**src/rtl/bbc_pkg.sv**
```systemverilog
package bbc_pkg;
    typedef enum logic [2:0] {
        ST_IDLE,
        ST_ADDR,
        ST_WAIT,
        ST_XFER,
        ST_GAP
    } bbc_state_e;

    typedef enum logic [1:0] {
        BW_8  = 2'd0,
        BW_16 = 2'd1,
        BW_32 = 2'd2
    } bbc_width_e;
endpackage

```
**src/rtl/bbc_lane_map.sv**
```systemverilog
module bbc_lane_map
    import bbc_pkg::*;
(
    input  bbc_width_e  width,
    input  logic [1:0]  byte_lo,
    output logic [3:0]  be
);
    always_comb begin
        unique case (width)
            BW_8:    be = {2'b00, byte_lo};
            BW_16:   be = {1'b1, 1'b0, byte_lo[1], 1'b1};
            default: be = 4'b1111;
        endcase
    end
endmodule

```
**src/rtl/bbc_beat_addr.sv**
```systemverilog
module bbc_beat_addr
    import bbc_pkg::*;
#(
    parameter int ADDR_W = 32
) (
    input  logic              clk,
    input  logic              rst_n,
    input  logic              load,
    input  logic [ADDR_W-1:0] load_addr,
    input  bbc_width_e        load_width,
    input  logic              step,
    input  bbc_width_e        width,
    output logic [ADDR_W-1:0] cur_addr
);
    localparam int BLK_W = 4;

    logic [BLK_W-1:0]  inc;
    logic [ADDR_W-1:0] aligned;

    always_comb begin
        unique case (width)
            BW_8:    inc = 4'd1;
            BW_16:   inc = 4'd2;
            default: inc = 4'd4;
        endcase
        unique case (load_width)
            BW_8:    aligned = load_addr;
            BW_16:   aligned = {load_addr[ADDR_W-1:1], 1'b0};
            default: aligned = {load_addr[ADDR_W-1:2], 2'b00};
        endcase
    end

    always_ff @(posedge clk or negedge rst_n) begin
        if (!rst_n) begin
            cur_addr <= '0;
        end else if (load) begin
            cur_addr <= aligned;
        end else if (step) begin
            cur_addr <= {cur_addr[ADDR_W-1:BLK_W], cur_addr[BLK_W-1:0] + inc};
        end
    end

    // stepping stays inside the aligned 16-byte block
    p_block_hold_r3: assert property (@(posedge clk) disable iff (!rst_n)
        step |=> (cur_addr[ADDR_W-1:BLK_W] == $past(cur_addr[ADDR_W-1:BLK_W])));
endmodule

```
**src/rtl/bbc_top.sv**
```systemverilog
module bbc_top
    import bbc_pkg::*;
#(
    parameter int ADDR_W = 32,
    parameter int CNT_W  = 4,
    parameter int LEN_W  = 2
) (
    input  logic              clk,
    input  logic              rst_n,
    input  logic              req_valid,
    output logic              req_ready,
    input  logic [ADDR_W-1:0] req_addr,
    input  logic              req_write,
    input  logic [LEN_W-1:0]  req_beats,
    input  logic [1:0]        req_width,
    input  logic [CNT_W-1:0]  cfg_rd_first,
    input  logic [CNT_W-1:0]  cfg_rd_next,
    input  logic [CNT_W-1:0]  cfg_wr_first,
    input  logic [CNT_W-1:0]  cfg_wr_next,
    input  logic [CNT_W-1:0]  cfg_gap,
    input  logic              cfg_ready_en,
    input  logic              cfg_bterm_en,
    input  logic              ready_in,
    input  logic              bterm_in,
    output logic              ads,
    output logic [ADDR_W-3:0] addr_word,
    output logic [3:0]        be,
    output logic              bus_read,
    output logic              dt_rx,
    output logic              den,
    output logic              wait_st,
    output logic              blast,
    output logic              beat_done
);
    localparam logic [CNT_W-1:0] CNT_ONE = CNT_W'(1);
    localparam logic [LEN_W-1:0] LEN_ONE = LEN_W'(1);

    bbc_state_e        state, state_d;
    logic [CNT_W-1:0]  cnt, cnt_d;
    logic [LEN_W-1:0]  left, left_d;
    logic              rd_q;
    bbc_width_e        width_q;
    logic              load;
    logic [CNT_W-1:0]  first_n, next_n;
    logic              bterm_hit, done_x, last, step;
    logic [ADDR_W-1:0] cur_addr;

    assign first_n   = rd_q ? cfg_rd_first : cfg_wr_first;
    assign next_n    = rd_q ? cfg_rd_next  : cfg_wr_next;
    assign bterm_hit = cfg_bterm_en & bterm_in;
    assign last      = (left == '0);
    assign done_x    = (state == ST_XFER) & (bterm_hit | ~cfg_ready_en | ready_in);
    assign step      = done_x & ~last;

    // next-state and counters
    always_comb begin
        state_d = state;
        cnt_d   = cnt;
        left_d  = left;
        load    = 1'b0;
        unique case (state)
            ST_IDLE: begin
                if (req_valid) begin
                    state_d = ST_ADDR;
                    load    = 1'b1;
                    left_d  = req_beats;
                end
            end
            ST_ADDR: begin
                if (first_n == '0) begin
                    state_d = ST_XFER;
                end else begin
                    state_d = ST_WAIT;
                    cnt_d   = first_n;
                end
            end
            ST_WAIT: begin
                cnt_d = cnt - CNT_ONE;
                if (cnt == CNT_ONE) state_d = ST_XFER;
            end
            ST_XFER: begin
                if (done_x) begin
                    if (last) begin
                        if (cfg_gap == '0) begin
                            state_d = ST_IDLE;
                        end else begin
                            state_d = ST_GAP;
                            cnt_d   = cfg_gap;
                        end
                    end else begin
                        left_d = left - LEN_ONE;
                        if (bterm_hit) begin
                            state_d = ST_ADDR;
                        end else if (next_n == '0) begin
                            state_d = ST_XFER;
                        end else begin
                            state_d = ST_WAIT;
                            cnt_d   = next_n;
                        end
                    end
                end
            end
            ST_GAP: begin
                cnt_d = cnt - CNT_ONE;
                if (cnt == CNT_ONE) state_d = ST_IDLE;
            end
            default: state_d = ST_IDLE;
        endcase
    end

    // state register
    always_ff @(posedge clk or negedge rst_n) begin
        if (!rst_n) begin
            state   <= ST_IDLE;
            cnt     <= '0;
            left    <= '0;
            rd_q    <= 1'b1;
            width_q <= BW_32;
        end else begin
            state <= state_d;
            cnt   <= cnt_d;
            left  <= left_d;
            if (load) begin
                rd_q    <= ~req_write;
                width_q <= bbc_width_e'(req_width);
            end
        end
    end

    // outputs
    always_comb begin
        req_ready = (state == ST_IDLE);
        ads       = (state == ST_ADDR);
        wait_st   = (state == ST_WAIT);
        den       = (state == ST_WAIT) || (state == ST_XFER);
        blast     = (state == ST_XFER) && last;
        beat_done = done_x;
        bus_read  = rd_q;
        dt_rx     = rd_q;
    end

    bbc_beat_addr #(.ADDR_W(ADDR_W)) u_addr (
        .clk        (clk),
        .rst_n      (rst_n),
        .load       (load),
        .load_addr  (req_addr),
        .load_width (bbc_width_e'(req_width)),
        .step       (step),
        .width      (width_q),
        .cur_addr   (cur_addr)
    );

    assign addr_word = cur_addr[ADDR_W-1:2];

    bbc_lane_map u_lanes (
        .width   (width_q),
        .byte_lo (cur_addr[1:0]),
        .be      (be)
    );

    p_ads_single_r1: assert property (@(posedge clk) disable iff (!rst_n)
        ads |=> !ads);
    p_dir_with_ads_r2: assert property (@(posedge clk) disable iff (!rst_n)
        !$stable(bus_read) |-> ads);
    p_dt_hold_r2: assert property (@(posedge clk) disable iff (!rst_n)
        (den && $past(den)) |-> $stable(dt_rx));
    p_done_in_data_r4: assert property (@(posedge clk) disable iff (!rst_n)
        beat_done |-> (den && !wait_st));
    p_wait_noblast_r5: assert property (@(posedge clk) disable iff (!rst_n)
        wait_st |-> !blast);
    p_blast_hold_r6: assert property (@(posedge clk) disable iff (!rst_n)
        (blast && !beat_done) |=> blast);
    p_bterm_restart_r7: assert property (@(posedge clk) disable iff (!rst_n)
        (beat_done && bterm_hit && !blast) |=> ads);
    p_den_off_ads_r8: assert property (@(posedge clk) disable iff (!rst_n)
        ads |-> !den);
endmodule

```
**config.mk**
```make
export PLATFORM = sky130hd
export DESIGN_NAME = bbc_top
export DESIGN_NICKNAME = d
export VERILOG_FILES = /design/src/rtl/bbc_pkg.sv /design/src/rtl/bbc_lane_map.sv /design/src/rtl/bbc_beat_addr.sv /design/src/rtl/bbc_top.sv
export SDC_FILE = /design/constraint.sdc
export NUM_CORES = 1
export LEC_CHECK = 0
export BUFFER_PORTS_ARGS = -buffer_cell sky130_fd_sc_hd__buf_2
export CORE_ASPECT_RATIO = 1.25
export CORE_UTILIZATION = 52
export DETAILED_ROUTE_END_ITERATION = 8
export HOLD_SLACK_MARGIN = 0.05
export PLACE_DENSITY_LB_ADDON = 0.15
export SLEW_MARGIN = 5
export SYNTH_ARGS = -nofsm -noshare
export SYNTH_HDL_FRONTEND = slang
export SYNTH_SLANG_ARGS = --single-unit
```
**constraint.sdc**
```tcl
create_clock -name clk -period 5.6 [get_ports clk]
set_clock_uncertainty 0.15 [all_clocks]
set_input_delay 1.12 -clock clk [delete_from_list [all_inputs] [get_ports clk]]
set_output_delay 1.12 -clock clk [all_outputs]
set_load 0.01 [all_outputs]
```
-- Word level (Yosys, flattened, before mapping)
Cells that the tools add are included.
- bits in registers: 44
- word-level logic and storage cells: 80
- add/sub/neg operators: 3
- equality and inequality tests: 16
- multiplexer cells: 30
- bitwise gates (word level): 8
- reduce and logical (&&, ||, !) cells: 16
- operators with widths (kind ; count):
    4-bit two-way mux ; 9
    32-bit two-way mux ; 1
    3-bit two-way mux ; 6
    3-bit one-hot mux with 5 select lines ; 1
    4-bit logical NOT ; 3
    4-bit one-hot mux with 3 select lines ; 1
    2-bit inequality test, second input constant ; 5
    3-bit inequality test, second input constant ; 3
    2-bit two-way mux ; 4
    2-bit one-hot mux with 2 select lines ; 2
    4-bit one-hot mux with 2 select lines ; 1
    4-bit AND reduction ; 2
    3-bit by 2-bit equality test with 1-bit output, second input constant ; 2
    2-bit logical NOT ; 3
    3-bit one-hot mux with 2 select lines ; 1
    6-bit AND reduction ; 1
    4-bit by 3-bit adder with 4-bit output ; 1
    2-bit by 1-bit equality test with 1-bit output, second input constant ; 2
    4-bit by 1-bit equality test with 1-bit output, second input constant ; 1
    1-bit two-way mux ; 4
    2-bit nonzero test ; 2
    4-bit by 1-bit subtractor with 4-bit output, second input constant ; 1
    1-bit bitwise AND ; 3
    3-bit by 1-bit equality test with 1-bit output, second input constant ; 1
    other kinds (10) ; 13

-- Logic depth before layout (Yosys ltp)
Gate-level depths: netlist (run 1).
- word-level depth: 7
- gate-level depth with buffers: 8
- depth with buffers taken out: 7

-- By module
From an unflattened synthesis (run 1), not the netlist that was laid out.
- cell total of the unflattened synthesis: 213
- area, all modules: 2379.8 um2
- modules (own cells, without submodules) (module ; instances ; cells each ; area an instance (um2)):
    bbc_beat_addr ; 1 ; 88 ; 1330.0
    bbc_top ; 1 ; 121 ; 1027.2
    bbc_lane_map ; 1 ; 4 ; 22.5

-- Worst setup path before layout (run 1)
Ideal clock, no wire load.
- path type: input port to output port
- start: input cfg_bterm_en
- end: output beat_done
- data arrival time: 1571 ps
- required time: 4330 ps
- slack: 2759 ps
- stages on the path: 3
- buffers on the path: 0
- cells stage by stage: nand2_1 and3b_1 nor2_1
- longest elaborated chain between the ends: 4
- ends and longest elaborated chain (element ; line ; text):
    from (decl) ; bbc_top.sv:22 ; input logic cfg_bterm_en,
    1-bit bitwise AND ; bbc_top.sv:50 ; assign bterm_hit = cfg_bterm_en & bterm_in;
    1-bit bitwise OR (2 in a row) ; bbc_top.sv:52 ; assign done_x = (state == ST_XFER) & (bterm_hit | ~cfg_ready_en | ready_in);
    1-bit bitwise AND ; bbc_top.sv:52 ;
    to (decl) ; bbc_top.sv:33 ; output logic beat_done
Every way passes these cells.

-- Final worst setup path (run 1)
Ends and elaborated chain as after synthesis.

==> impl_metrics.env, run 1 <==
export IMPL_grt_pass1_wl_mm=8.997
export IMPL_yosysUniqueCellTypes=45
export IMPL_p_per_area_nw_per_um2=556.7
export IMPL_max_vdd_ir_drop_mv=0.2487
export IMPL_p_leak_nw=1.673
export IMPL_p_int_mw=0.9876
export IMPL_synth_compound_area_share_pct=10.70
export IMPL_die_area_um2=5303
export IMPL_final_nets=451
export IMPL_io_buffers=105
export IMPL_drt_iter0_drc=112
export IMPL_area_growth_pct=16.75
export IMPL_nFillCells=444
export IMPL_overflow=0
export IMPL_fin_crit_ps=3036
export IMPL_slew_violations=0
export IMPL_final_antenna_net_count=0
export IMPL_syn_inst=312
export IMPL_dr_pass1_iters=4
export IMPL_drc_errors=0
export IMPL_synth_warning_count=0
export IMPL_layout_common_cells="nand2_1 (107), buf_2 (105), dfrtp_1 (42), nor2_1 (14), inv_1 (11)"
export IMPL_synth_area_per_cell_um2=8.357
export IMPL_synth_top_family_by_area="simple AND/OR/NAND/NOR gates"
export IMPL_antennaDiodeCount=0
export IMPL_rows=28
export IMPL_p_sw_mw=0.7069
export IMPL_clock_latency_ps=300
export IMPL_synth_async_reset_ratio_pct=100.0
export IMPL_grt_pass1_vias=1993
export IMPL_htreeDepth=2
export IMPL_clock_sinks=44
export IMPL_end_kind="output port"
export IMPL_path_max_fanout=5
export IMPL_p_clk_share_pct=14.8
export IMPL_post_cts_buffers=0
export IMPL_worst_slew_pin_slew_ps=971.8
export IMPL_synthSimpleGateAreaFrac_pct=24.38
export IMPL_hold_class="reg -> reg"
export IMPL_critPathRequiredTime_ps=4330
export IMPL_wl_per_cell_um=12.76
export IMPL_cts_buffers=5
export IMPL_grt_util_all_layers_pct=22.11
export IMPL_cts_resized=0
export IMPL_cp_data_arrival_time_ps=1770
export IMPL_core_area_um2=4765
export IMPL_seqPwrFrac_pct=35.3
export IMPL_synth_xor_area_share_pct=1.344
export IMPL_synthFlopType="dfrtp_1"
export IMPL_ios=106
export IMPL_cts_root_buf="clkbuf_8"
export IMPL_hold_viol=0
export IMPL_crit_type="in -> out"
export IMPL_via_count=2239
export IMPL_synth_seq_cells=44
export IMPL_routabilityCongestion=0.9002
export IMPL_rsz0062_at_grt="false"
export IMPL_setup_viol=0
export IMPL_sw_frac_of_total_pct=41.72
export IMPL_hpwlAfterDp_mm=4.049
export IMPL_period_share_pct=54.21
export IMPL_start_util_pct=54.73
export IMPL_ctsHoldBuffers=0
export IMPL_syn_num_nets=383
export IMPL_grt_max_degree=45
export IMPL_cts_tree="yes"
export IMPL_synth_mux_area_share_pct=4.750
export IMPL_viasPerCell=5.077
export IMPL_ctsLongestPathBuffers=2
export IMPL_syn_area_um2=2608
export IMPL_ys_seq_area_share_pct=42.32
export IMPL_die_w_um=65.34
export IMPL_synthAdderAreaFrac_pct=3.647
export IMPL_maxCapViolations=0
export IMPL_status="finished clean"
export IMPL_clk_pin_slew_worst_paths_ps=90
export IMPL_finalSetupTns_ps=0
export IMPL_cp_start_kind="input pin"
export IMPL_routed_wl_mm=5.628
export IMPL_max_freq_ghz=0.3294
export IMPL_final_util_pct=63.89
export IMPL_synth_edff_count=0
export IMPL_max_slew_margin_rel_pct=35.21
export IMPL_drive_gt1_share_pct=32.81
export IMPL_layout_commonest_cell="nand2_1"
export IMPL_comb_power_share_pct=49.9
export IMPL_antenna_found_initial=0
export IMPL_die_h_um=81.17
==> state kept, by name (all words and copies together) (netlist names) <==
signal	flops
width_q	2
state	3
bus_read	1
left	2
cnt	4
u_addr.cur_addr	32
==> per-stage QoR <==
| step | hold WS (ps) | instance area (µm²) | std cells | power (mW) | worst slack, ps |
|---|---|---|---|---|---|
| 6_report | 325.2 | 3044 | 441 | 1.695 | 2564 |
| 3_5_place_dp | 307.5 | 2929 | 433 | 1.454 | 2575 |
| 2_1_floorplan | 296.9 | 2608 | 312 | 1.308 | 2759 |
| 5_1_grt | 348.5 | 3044 | 441 | 1.846 | 2498 |
| 3_3_place_gp | 301.2 | 2929 | 433 | 1.431 | 2600 |
| 4_1_cts | 329.0 | 3044 | 441 | 1.706 | 2574 |
==> logic make-up after synthesis <==
logic type | count (synthesis)
AO/OA/AOI/OAI | 40
XOR/XNOR | 4
adder cells (fa/ha/maj) | 7
buffers and inverters | 57
flip-flops | 44
multiplexers | 11
AND/OR/NAND/NOR | 149
==> worst paths after layout <==
path,startpoint,endpoint,slack [ps],depth (start not counted)
worst max register to register,state[1],left[0],3030,6
max in group asynchronous,rst_n,u_addr.cur_addr[11],3870,1
worst max-delay path,cfg_bterm_en,beat_done,2560,5
worst min register to register,u_addr.cur_addr[9],u_addr.cur_addr[9],330,2
worst min-delay path,u_addr.cur_addr[9],u_addr.cur_addr[9],330,2
min in group asynchronous,rst_n,u_addr.cur_addr[3],820,1
==> layout make-up <==
cell class              count  area [µm²]  share of cell area (%)
multi-input cells         211        1169                   38.39
clock inverters             3       46.29                   1.521
well taps                  60       75.07                   2.466
clock buffers               5       68.82                   2.261
repair buffers            107       540.5                   17.76
flip-flops and latches     44        1104                   36.25
inverters                  11       41.29                   1.356
==> cell usage after synthesis, drive strengths merged (3+ instances only) <==
library cell	count	share of area (%)
buf	36	9.8
nor4	3	0.72
dfrtp	42	40
nor2	14	2.0
a21oi	10	1.9
inv	11	1.6
xnor2	3	1.0
nor3	8	1.5
mux2i	6	2.3
clkbuf	10	1.4
o21ai	10	1.9
mux2	5	2.4
nand2	107	15
a211oi	4	1.2
o22ai	3	0.96
nor2b	3	0.72
ha	6	2.9
==> power groups by stage <==
| stage | Combinational [mW] | Clock, mW | Sequential (mW) |
|---|---|---|---|
| after floorplan | 0.755 | 0 | 0.554 |
| after CTS | 0.852 | 0.255 | 0.599 |
| after global routing | 0.955 | 0.265 | 0.625 |
| final | 0.845 | 0.251 | 0.599 |
| after detailed placement | 0.851 | 0 | 0.603 |
| after global placement | 0.831 | 0 | 0.600 |
==> worst max-delay path: stages <==
cell and delay (ps):
buf_2 90, nand2_1 120, and3b_1 230, nor2_1 60, buf_2 150
==> metal layers <==
metal | part of all wire [%] | wire length, µm | vias up | GRT usage (%)
met4 | 1.5 | 85 | 0 | 7.174
met3 | 5.5 | 307 | 8 | 3.511
met1 | 45 | 2513 | 1015 | 28.19
met5 | 0 | 0 | - | 0
li1 | - | - | 1136 | -
met2 | 48 | 2722 | 80 | 38.04
(Power assumes the default switching activity.)
==> run 2: changes to the inputs <==
--- a/config.mk
+++ b/config.mk
@@ -7,7 +7,7 @@
 export LEC_CHECK = 0
 export BUFFER_PORTS_ARGS = -buffer_cell sky130_fd_sc_hd__buf_2
 export CORE_ASPECT_RATIO = 1.25
-export CORE_UTILIZATION = 52
+export CORE_UTILIZATION = 44
 export DETAILED_ROUTE_END_ITERATION = 8
 export HOLD_SLACK_MARGIN = 0.05
 export PLACE_DENSITY_LB_ADDON = 0.15
==> constraint.sdc (replaced) <==
create_clock -name clk -period 2.7 [get_ports clk]
set_clock_uncertainty 0.15 [all_clocks]
set_input_delay 0.54 -clock clk [delete_from_list [all_inputs] [get_ports clk]]
set_output_delay 0.54 -clock clk [all_outputs]
set_load 0.01 [all_outputs]
==> impl_metrics.env, run 2 (synthesis results as in run 1) <==
export IMPL_cts_buffers=5
export IMPL_fin_crit_ps=2322
export IMPL_final_nets=457
export IMPL_final_antenna_net_count=0
export IMPL_antenna_found_initial=0
export IMPL_layout_commonest_cell="nand2_1"
export IMPL_crit_start="bus_read"
export IMPL_die_area_um2=6240
export IMPL_status="finished clean"
export IMPL_largest_reg_flops=32
export IMPL_rows=31
export IMPL_cts_resized=0
export IMPL_htreeDepth=2
export IMPL_grt_pass1_vias=2091
export IMPL_wl_per_cell_um=12.49
export IMPL_routed_wl_mm=5.657
export IMPL_maxCapViolations=0
export IMPL_p_leak_nw=1.712
export IMPL_largestRegisters="u_addr.cur_addr x32, cnt x4, state x3"
export IMPL_rsz0062_at_grt="false"
export IMPL_drc_errors=0
export IMPL_drt_iter0_drc=139
export IMPL_drive_gt1_share_pct=33.85
export IMPL_worst_slew_pin_slew_ps=402.5
export IMPL_r2r_cells=5
export IMPL_critPathRequiredTime_ps=2740
export IMPL_cts_tree="yes"
export IMPL_layout_common_cells="nand2_1 (107), buf_2 (105), dfrtp_1 (42), nor2_1 (14), inv_1 (11)"
export IMPL_ios=106
export IMPL_setup_viol=0
export IMPL_overflow=0
export IMPL_path_max_fanout=9
export IMPL_cts_root_buf="clkbuf_8"
export IMPL_routabilityCongestion=0.8321
export IMPL_via_count=2262
export IMPL_cp_data_arrival_time_ps=2360
export IMPL_p_per_area_nw_per_um2=1141
export IMPL_end_kind="register"
export IMPL_hold_slack_ps=54.49
export IMPL_ctsLongestPathBuffers=2
export IMPL_die_w_um=70.86
export IMPL_io_buffers=105
export IMPL_viasPerCell=4.993
export IMPL_core_area_um2=5741
export IMPL_worst_r2r_setup_slack_ps=380
export IMPL_period_share_pct=86.01
export IMPL_crit_end="cnt[2]"
export IMPL_cp_start_kind="register"
export IMPL_crit_reg2reg_launch="bus_read"
export IMPL_r2r_end="cnt[2]"
export IMPL_clock_latency_ps=300
export IMPL_post_cts_buffers=0
export IMPL_p_total_mw=3.555
export IMPL_die_h_um=88.07
export IMPL_dr_pass1_iters=6
export IMPL_hpwlAfterDp_mm=4.233
export IMPL_grt_util_all_layers_pct=18.52
export IMPL_clock_sinks=44
export IMPL_hold_viol=0
export IMPL_crit_type="reg -> reg"
export IMPL_slew_violations=0
export IMPL_clk_pin_slew_worst_paths_ps=90
export IMPL_finalSetupTns_ps=0
export IMPL_ctsHoldBuffers=0
export IMPL_max_slew_margin_rel_pct=73.16
export IMPL_max_vdd_ir_drop_mv=0.5934
export IMPL_grt_max_degree=45
export IMPL_hold_class="in -> async"
export IMPL_max_freq_ghz=0.4306
export IMPL_area_growth_pct=19.48
export IMPL_regMostFlops="u_addr.cur_addr"
export IMPL_start_util_pct=45.42
export IMPL_antennaDiodeCount=0
export IMPL_grt_pass1_wl_mm=9.170
[run 2: cell count changes in the layout (fill, tap and decap cells not counted), sizes merged]
cell / delta
clkbuf: +1
buf: +6
clkinvlp: -1
inv: -1
clkinv: +1
[run 2: per-stage QoR]
| step | std cells | utilization, % | area, µm² | setup slack, ps |
|---|---|---|---|---|
| floorplan | 312 | - | 2608 | 464.4 |
| detailed placement | 445 | 52.16 | 2994 | 254.0 |
| global placement | 445 | 52.16 | 2994 | 315.1 |
| global route | 453 | 54.27 | 3115 | 299.0 |
| CTS | 453 | 54.27 | 3115 | 376.4 |
| finish | 453 | 54.27 | 3115 | 377.6 |
[run 2: worst max-delay path, cell delays in order, from the launching register on]
cell and delay, ps:
dfstp_2 610, or4b_1 480, o22ai_2 190, nor4_1 80
o311a_4 410, mux2_4 300
[run 2: layer usage]
| layer | share of wire [%] | vias up | track usage [%] |
|---|---|---|---|
| met5 | 0 | - | 0 |
| met4 | 1.0 | 0 | 5.091 |
| met3 | 5.2 | 7 | 4.143 |
| met2 | 48 | 76 | 32.60 |
| met1 | 45 | 1037 | 22.99 |
| li1 | - | 1142 | - |
[run 2: how the worst min path moves through the flow]
stage | cells past startpoint | startpoint | slack [ps] | end
floorplan | 0 | rst_n | 90 | cnt[0]
global placement | 2 | u_addr.cur_addr[14] | 300 | u_addr.cur_addr[14]
detailed placement | 2 | u_addr.cur_addr[14] | 310 | u_addr.cur_addr[14]
CTS | 2 | rst_n | 60 | u_addr.cur_addr[21]
global route | 2 | rst_n | 80 | u_addr.cur_addr[15]
finish | 2 | rst_n | 50 | u_addr.cur_addr[16]
[run 2: layout make-up]
class | instances | area (µm²)
repair buffers | 113 | 598.1
multi-input cells | 211 | 1169
clock buffers | 6 | 82.58
clock inverters | 2 | 38.79
inverters | 11 | 41.29
well taps | 66 | 82.58
fillers | 566 | 2625
flip-flops and latches | 44 | 1104
[run 2: power by group]
group,switching [mW],internal (mW)
clock,0.230,0.303
sequential,0.227,0.979
combinational,0.987,0.831
total,1.44,2.11
